$ cat config.mk
export PLATFORM = sky130hd
export DESIGN_NAME = dma_hs_seq
export DESIGN_NICKNAME = d
export VERILOG_FILES = /design/src/rtl/dma_hs_pkg.sv /design/src/rtl/dma_hs_pol.sv /design/src/rtl/dma_hs_count.sv /design/src/rtl/dma_hs_phase.sv /design/src/rtl/dma_hs_seq.sv
export SDC_FILE = /design/constraint.sdc
export NUM_CORES = 1
export LEC_CHECK = 0
export BUFFER_PORTS_ARGS = -buffer_cell sky130_fd_sc_hd__buf_2
export CAP_MARGIN = 20
export CORE_AREA = 2 2 83 85
export DETAILED_ROUTE_END_ITERATION = 16
export DIE_AREA = 0 0 85 87
export HOLD_SLACK_MARGIN = 0.1
export PLACE_DENSITY = 0.6
export RECOVER_POWER = 25
export SLEW_MARGIN = 20
export SYNTH_ARGS = -nofsm -noshare
export SYNTH_HDL_FRONTEND = slang
export SYNTH_HIERARCHICAL = 1
export SYNTH_SLANG_ARGS = --single-unit
$ cat constraint.sdc
create_clock -name clk_i -period 7.4 [get_ports clk_i]
set_clock_uncertainty 0.2 [all_clocks]
set_input_delay 0.37 -clock clk_i [delete_from_list [all_inputs] [get_ports clk_i]]
set_output_delay 0.37 -clock clk_i [all_outputs]
set_load 0.05 [all_outputs]
$ cat src/rtl/dma_hs_pkg.sv
package dma_hs_pkg;
  typedef enum logic [2:0] {
    PH_IDLE,
    PH_ARM,
    PH_SETUP,
    PH_XFER,
    PH_HOLD
  } phase_e;
endpackage

$ cat src/rtl/dma_hs_pol.sv
module dma_hs_pol #(
  parameter int N = 2
) (
  input  logic [N-1:0] lvl_i,
  input  logic [N-1:0] low_i,
  output logic [N-1:0] lvl_o
);
  for (genvar g = 0; g < N; g++) begin : g_bit
    assign lvl_o[g] = lvl_i[g] ^ low_i[g];
  end
endmodule

$ cat src/rtl/dma_hs_count.sv
module dma_hs_count #(
  parameter int CNT_W = 16
) (
  input  logic             clk_i,
  input  logic             rst_ni,
  input  logic             load_i,
  input  logic [CNT_W-1:0] load_val_i,
  input  logic             dec_i,
  output logic [CNT_W-1:0] remain_o,
  output logic             last_o
);
  logic [CNT_W-1:0] remain_q;

  always_ff @(posedge clk_i or negedge rst_ni) begin
    if (!rst_ni)     remain_q <= '0;
    else if (load_i) remain_q <= load_val_i;
    else if (dec_i)  remain_q <= remain_q - CNT_W'(1);
  end

  assign remain_o = remain_q;
  assign last_o   = (remain_q == CNT_W'(1));
endmodule

$ cat src/rtl/dma_hs_phase.sv
module dma_hs_phase
  import dma_hs_pkg::*;
#(
  parameter int PSC_W = 2,
  parameter int PWC_W = 6,
  parameter int PHC_W = 3
) (
  input  logic             clk_i,
  input  logic             rst_ni,
  input  logic             arm_i,
  input  logic             req_act_i,
  input  logic             stop_i,
  input  logic [PSC_W-1:0] setup_i,
  input  logic [PWC_W-1:0] wait_i,
  input  logic [PHC_W-1:0] hold_i,
  output logic             busy_o,
  output logic             ack_act_o,
  output logic             beat_end_o,
  output logic             done_o
);
  localparam int CW_A = (PWC_W > PHC_W) ? PWC_W : PHC_W;
  localparam int CW   = (CW_A > PSC_W) ? CW_A : PSC_W;

  phase_e           state_q, state_d;
  logic [CW-1:0]    cnt_q, cnt_d;
  logic [PSC_W-1:0] setup_q;
  logic [PWC_W-1:0] wait_q;
  logic [PHC_W-1:0] hold_q;
  logic             done_q;
  logic             cnt_zero;

  assign cnt_zero = (cnt_q == '0);

  always_comb begin
    state_d    = state_q;
    cnt_d      = cnt_q;
    beat_end_o = 1'b0;
    unique case (state_q)
      PH_IDLE: if (arm_i) state_d = PH_ARM;
      PH_ARM: begin
        if (stop_i) begin
          state_d = PH_IDLE;
        end else if (req_act_i) begin
          if (setup_q != '0) begin
            state_d = PH_SETUP;
            cnt_d   = CW'(setup_q) - CW'(1);
          end else begin
            state_d = PH_XFER;
            cnt_d   = CW'(wait_q);
          end
        end
      end
      PH_SETUP: begin
        if (cnt_zero) begin
          state_d = PH_XFER;
          cnt_d   = CW'(wait_q);
        end else begin
          cnt_d = cnt_q - CW'(1);
        end
      end
      PH_XFER: begin
        if (!cnt_zero) begin
          cnt_d = cnt_q - CW'(1);
        end else if (hold_q != '0) begin
          state_d = PH_HOLD;
          cnt_d   = CW'(hold_q) - CW'(1);
        end else begin
          beat_end_o = 1'b1;
          state_d    = stop_i ? PH_IDLE : PH_ARM;
        end
      end
      PH_HOLD: begin
        if (!cnt_zero) begin
          cnt_d = cnt_q - CW'(1);
        end else begin
          beat_end_o = 1'b1;
          state_d    = stop_i ? PH_IDLE : PH_ARM;
        end
      end
      default: state_d = PH_IDLE;
    endcase
  end

  always_ff @(posedge clk_i or negedge rst_ni) begin
    if (!rst_ni) begin
      state_q <= PH_IDLE;
      cnt_q   <= '0;
      done_q  <= 1'b0;
    end else begin
      state_q <= state_d;
      cnt_q   <= cnt_d;
      done_q  <= (state_q != PH_IDLE) && (state_d == PH_IDLE);
    end
  end

  // timing fields frozen for the whole run
  always_ff @(posedge clk_i or negedge rst_ni) begin
    if (!rst_ni) begin
      setup_q <= '0;
      wait_q  <= '0;
      hold_q  <= '0;
    end else if (arm_i && state_q == PH_IDLE) begin
      setup_q <= setup_i;
      wait_q  <= wait_i;
      hold_q  <= hold_i;
    end
  end

  assign busy_o    = (state_q != PH_IDLE);
  assign ack_act_o = (state_q == PH_XFER) || (state_q == PH_HOLD);
  assign done_o    = done_q;
endmodule

$ cat src/rtl/dma_hs_seq.sv
module dma_hs_seq #(
  parameter int CNT_W = 16,
  parameter int PSC_W = 2,
  parameter int PWC_W = 6,
  parameter int PHC_W = 3
) (
  input  logic             clk_i,
  input  logic             rst_ni,
  input  logic             en_i,
  input  logic             start_i,
  input  logic [CNT_W-1:0] count_i,
  input  logic [PSC_W-1:0] setup_cyc_i,
  input  logic [PWC_W-1:0] wait_cyc_i,
  input  logic [PHC_W-1:0] hold_cyc_i,
  input  logic             tc_stop_i,
  input  logic             eot_out_i,
  input  logic             req_low_i,
  input  logic             ack_low_i,
  input  logic             eot_low_i,
  input  logic             req_pin_i,
  input  logic             eot_pin_i,
  output logic             ack_pin_o,
  output logic             eot_pin_o,
  output logic             eot_oe_o,
  output logic             busy_o,
  output logic             done_o,
  output logic             cnt_stat_o,
  output logic             xfer_stat_o,
  output logic [CNT_W-1:0] remain_o
);
  logic [1:0] pin_in, act_in, act_out, pin_out;
  logic       req_act, eot_in_act;
  logic       busy, ack_act, beat_end, last;
  logic       start_ok, arm, eot_req, tc_hit, stop, eot_tc;
  logic       cnt_stat_q, xfer_stat_q;

  assign pin_in = {req_pin_i, eot_pin_i};
  dma_hs_pol #(.N(2)) i_pol_in (
    .lvl_i(pin_in),
    .low_i({req_low_i, eot_low_i}),
    .lvl_o(act_in)
  );
  assign req_act    = act_in[1];
  assign eot_in_act = act_in[0];

  assign start_ok = start_i && en_i && !busy;
  assign arm      = start_ok && (count_i != '0);
  assign eot_req  = busy && !eot_out_i && eot_in_act;
  assign tc_hit   = beat_end && last;
  assign stop     = !en_i || eot_req || xfer_stat_q || (tc_hit && tc_stop_i);
  assign eot_tc   = tc_hit && eot_out_i;

  dma_hs_phase #(
    .PSC_W(PSC_W),
    .PWC_W(PWC_W),
    .PHC_W(PHC_W)
  ) i_phase (
    .clk_i     (clk_i),
    .rst_ni    (rst_ni),
    .arm_i     (arm),
    .req_act_i (req_act),
    .stop_i    (stop),
    .setup_i   (setup_cyc_i),
    .wait_i    (wait_cyc_i),
    .hold_i    (hold_cyc_i),
    .busy_o    (busy),
    .ack_act_o (ack_act),
    .beat_end_o(beat_end),
    .done_o    (done_o)
  );

  dma_hs_count #(.CNT_W(CNT_W)) i_count (
    .clk_i     (clk_i),
    .rst_ni    (rst_ni),
    .load_i    (start_ok),
    .load_val_i(count_i),
    .dec_i     (beat_end),
    .remain_o  (remain_o),
    .last_o    (last)
  );

  always_ff @(posedge clk_i or negedge rst_ni) begin
    if (!rst_ni) begin
      cnt_stat_q  <= 1'b0;
      xfer_stat_q <= 1'b0;
    end else if (start_ok) begin
      cnt_stat_q  <= (count_i == '0);
      xfer_stat_q <= 1'b0;
    end else begin
      if (tc_hit)  cnt_stat_q  <= 1'b1;
      if (eot_req) xfer_stat_q <= 1'b1;
    end
  end

  assign act_out = {ack_act, eot_tc};
  dma_hs_pol #(.N(2)) i_pol_out (
    .lvl_i(act_out),
    .low_i({ack_low_i, eot_low_i}),
    .lvl_o(pin_out)
  );
  assign ack_pin_o   = pin_out[1];
  assign eot_pin_o   = pin_out[0];
  assign eot_oe_o    = eot_out_i;
  assign busy_o      = busy;
  assign cnt_stat_o  = cnt_stat_q;
  assign xfer_stat_o = xfer_stat_q;
endmodule

==> metrics.md <==
| Metric | Value |
|---|---|
| Post-synth top area cell | dfrtp_1 |
| Final non-filler cell total | about 420 |
| Area grow syn2layout | 22.8% |
| Fraction of layout cells with a size suffix above 1 | a little over a fifth |
| Synth top area cells | dfrtp_1 (38%), o21ai_0 (5.3%), nand2_1 (4.1%), mux2_2 (3.6%), ha_1 (3.0%) |
| R2r worst-path depth | 6 |
| Final #Nets | 386 |
| Ant. Diodes | 0 |
| Die area | ~0.0074 mm^2 |
| DR WL/cell | between 15 and 20 um |
| RSZ-0062 raised after global routing | false |
| # fillers | 616 |
| Count of cell types in the netlist | between 60 and 70 |
| Inst Count DP | around 400 |
| Core Region | between 0.006 and 0.007 mm^2 |
| Ratio of final minimum period to clock period | a little under half |
| Reg2reg start | i_phase/state_q[0]$_DFF_PN0_ |
| Clk pwr share | about 14% |
| Setup Buffers After CTS | 0 |
| Yosys reg bits | 39 |
| Power Density | between 400 and 500 mW/mm^2 |
| Clock-pin slew on the worst setup and hold paths | about 80 ps |
| R2r setup slk | 3850 ps |
| Sequential area share after synthesis | around two fifths |
| Post_cts resized | 0 |
| Total power | approximately 1.3 mW |
| FMAX | ~0.28 GHz |
| Vias in the first global route | 2,218 |
| Longest Clk Path Bufs | 2 |
| Final hold slack | just over 100 ps |
| Pre-antenna DRT Iters | 4 |
| Die height | about 87 um |
| TritonCTS clock tree | done |
| Hold depth | 3 |
| Global-route wire length before repair | about 11,000 um |
| Max_cap viols | 1 |
| Yosys warns | 6 |
| TritonCTS Buffers | 5 |
| Placed cell areas | roughly 0.0029 mm^2 |
| DP Worst Slack | 3860 ps |
| Peak VDD IR | roughly 240 uV |
| GRT Total Usage | 18.8% |
| DR iter-0 viols | around 150 |
| Sequential cell area | around 980 um^2 |
| Status | finished with violations |
| Combinational share of power | between 50% and 60% |
| Routed vias | between 2,000 and 2,500 |
| H-Tree Depth | 2 |
| Syn Std Cell Area | between 0.002 and 0.003 mm^2 |
| DRC Markers | 0 |
| Path type of the worst setup path | reg2reg |
| Worst-Margin Slew | 2240 ps |
| Switching power | around 0.66 mW |
| Syn nets | 318 |
| P_int | 0.642 mW |
| Syn avg cell area | ~9 um^2 |
| CP Max Fanout | 22 |
| Setup slack after layout | a little under 4000 ps |
| Core Util, Final | 47.4% |
| Max transition margin | -49.6% |
| Global route overflow | 0 |
| Final wirelength | between 6000 and 7000 um |
| Synth top area share | 38.5% |
| Sw frac | 50.6% |
| R2R Path End | i_count/remain_o[15]$_DFFE_PN0P_ |
| EDFF count, synth | 0 |
| Multi-input combinational cell area | around 0.0014 mm^2 |
| CP arrival | approximately 3600 ps |
| Post-synthesis async set-or-reset flop share | 100% |
| Worst skew pair latency | around 310 ps |
| Dominant synthesized flop cell | dfrtp_1 |
| Row Count | 30 |
| Largest net degree at the start of global routing | 40 |
| CP startpoint kind | register |
| Hold WC Path Type | in2reg |
| Pleak | 1.28 nW |
| Fin. max-slew vios | 40 |
| Post-layout min period | between 3000 and 4000 ps |
| DP Wirelength | about 4600 um |
| Root Buffer | clkbuf_8 |
| RePlAce Congestion | between 0.8 and 0.9 |
| Fin. Hold Viols | 0 |
| Initial Util | 38.6% |
| Overall die width | 85 um |
| Routed Antenna Nets | 0 |
| Post-route cell area | 0.00311 mm^2 |
| Worst path required time | around 7400 ps |
| Failing checks | max-capacitance violations, max-slew violations |
| Sequential Power Share | about a third |
| CTS Hold Bufs | 16 |
| Hold worst-path end | i_count/remain_o[7]$_DFFE_PN0P_ |
| Hold_sp | count_i[7] |
| TritonCTS Sinks | 39 |
| Vias per cell | ~5.6 |
| Antenna violations before repair | 0 |
| I/O Buffers | 60 |
| Setup TNS | 0 ps |
| Final setup fails | 0 |
| # IOs | 61 |
| CP endpoint kind | register |
| Cells after synthesis | approximately 270 |
flip-flops by register name, indices dropped and copies added (netlist names):
name and cells:
i_phase/done_o 1, i_phase/setup_q 2, i_phase/hold_q 3, i_phase/state_q 3
i_count/remain_o 16, i_phase/cnt_q 6, xfer_stat_o 1, i_phase/wait_q 6
cnt_stat_o 1
area by class of cell:
type | instances | area share, %
flip-flops and latches | 39 | 31.4
well taps | 80 | 3.22
clock buffers | 5 | 2.21
inverters | 10 | 1.21
clock inverters | 3 | 1.41
repair buffers | 77 | 14.3
multi-input cells | 209 | 46.3
power groups by stage:
stage,logic [mW],clock network (mW),registers [mW]
3_3_place_gp,0.668,0,0.442
3_5_place_dp,0.676,0,0.442
2_1_floorplan,0.401,0,0.554
5_1_grt,0.741,0.196,0.457
6_report,0.674,0.185,0.441
4_1_cts,0.685,0.190,0.438
synth_stat cells, drive strengths merged (2+ instances only):
| cell type | n |
|---|---|
| dfrtp | 39 |
| ha | 6 |
| o31ai | 2 |
| inv | 10 |
| o31a | 2 |
| or4 | 3 |
| nand2 | 29 |
| a31oi | 6 |
| o221ai | 2 |
| xor2 | 8 |
| nor3 | 9 |
| nor2b | 3 |
| o21ai | 29 |
| or3 | 6 |
| buf | 10 |
| a22o | 3 |
| nand3 | 8 |
| nand2b | 6 |
| o211ai | 3 |
| and3 | 3 |
| mux2 | 9 |
| clkbuf | 6 |
| nor4b | 3 |
| mux2i | 2 |
| a221o | 3 |
| nor4 | 12 |
| nor2 | 15 |
| a21oi | 6 |
| nand3b | 2 |
| xnor2 | 8 |
| nor3b | 5 |
placed cells by master, fill, tap and decap left out, types with 2 or more instances in the layout:
master and n:
nand3_1 7, nor2_2 2, o221ai_1 2, nand3b_1 2
nor4b_1 2, nor4_1 8, nand2_1 28, a221o_1 3
o211ai_1 3, xnor2_1 8, dfrtp_1 39, and3_1 3
nor2_1 13, a21oi_1 5, nor4_2 4, buf_2 41
nor3b_1 4, o21ai_0 27, inv_1 10, xor2_1 8
or4_1 2, o21ai_1 2, clkbuf_8 5, mux2_2 8
nor2b_1 3, clkbuf_1 19, dlygate4sd3_1 16, a31oi_1 6
o31a_1 2, or3_1 5, a22o_1 3, ha_1 6
nand2b_1 6, mux2i_1 2, nor3_1 8
worst max path at each step:
stage	from	endpoint	slack, ps	cells past startpoint
after floorplan	i_count/remain_o[4]$_DFFE_PN0P_	eot_pin_o	3870	6
after global placement	i_phase/state_q[0]$_DFF_PN0_	i_count/remain_o[15]$_DFFE_PN0P_	3950	6
after detailed placement	i_phase/state_q[0]$_DFF_PN0_	i_count/remain_o[15]$_DFFE_PN0P_	3860	6
after CTS	i_phase/state_q[0]$_DFF_PN0_	i_count/remain_o[15]$_DFFE_PN0P_	3860	6
after global routing	i_phase/state_q[0]$_DFF_PN0_	i_count/remain_o[13]$_DFFE_PN0P_	3560	7
final	i_phase/state_q[0]$_DFF_PN0_	i_count/remain_o[15]$_DFFE_PN0P_	3850	6
layer usage:
metal / track usage, % / vias up / wire, um
met1: 24.2 / 1141 / 2910
met3: 2.27 / 8 / 267
met4: 7.65 / 0 / 113
met2: 32.2 / 63 / 3310
li1: - / 1139 / -
met5: 0 / - / 0
critical path, cell delays in order, from the launching register on:
cell and delay [ps]:
dfrtp_1 640, nor3b_2 700, a31oi_1 110, nor2_1 520, or4b_2 730, o31a_1 280
o31a_1 270
cells by family after synthesis:
family	after synthesis	share of synthesized area (%)
and+or+nand+nor	110	26.0
AOI/OAI and AO/OA	66	17.5
DFF	39	38.5
buffers and inverters	26	4.69
xor gates and xnor gates	16	5.53
muxes	11	4.79
adders and majority gates	6	2.96
Power figures use the tool's default switching activity.
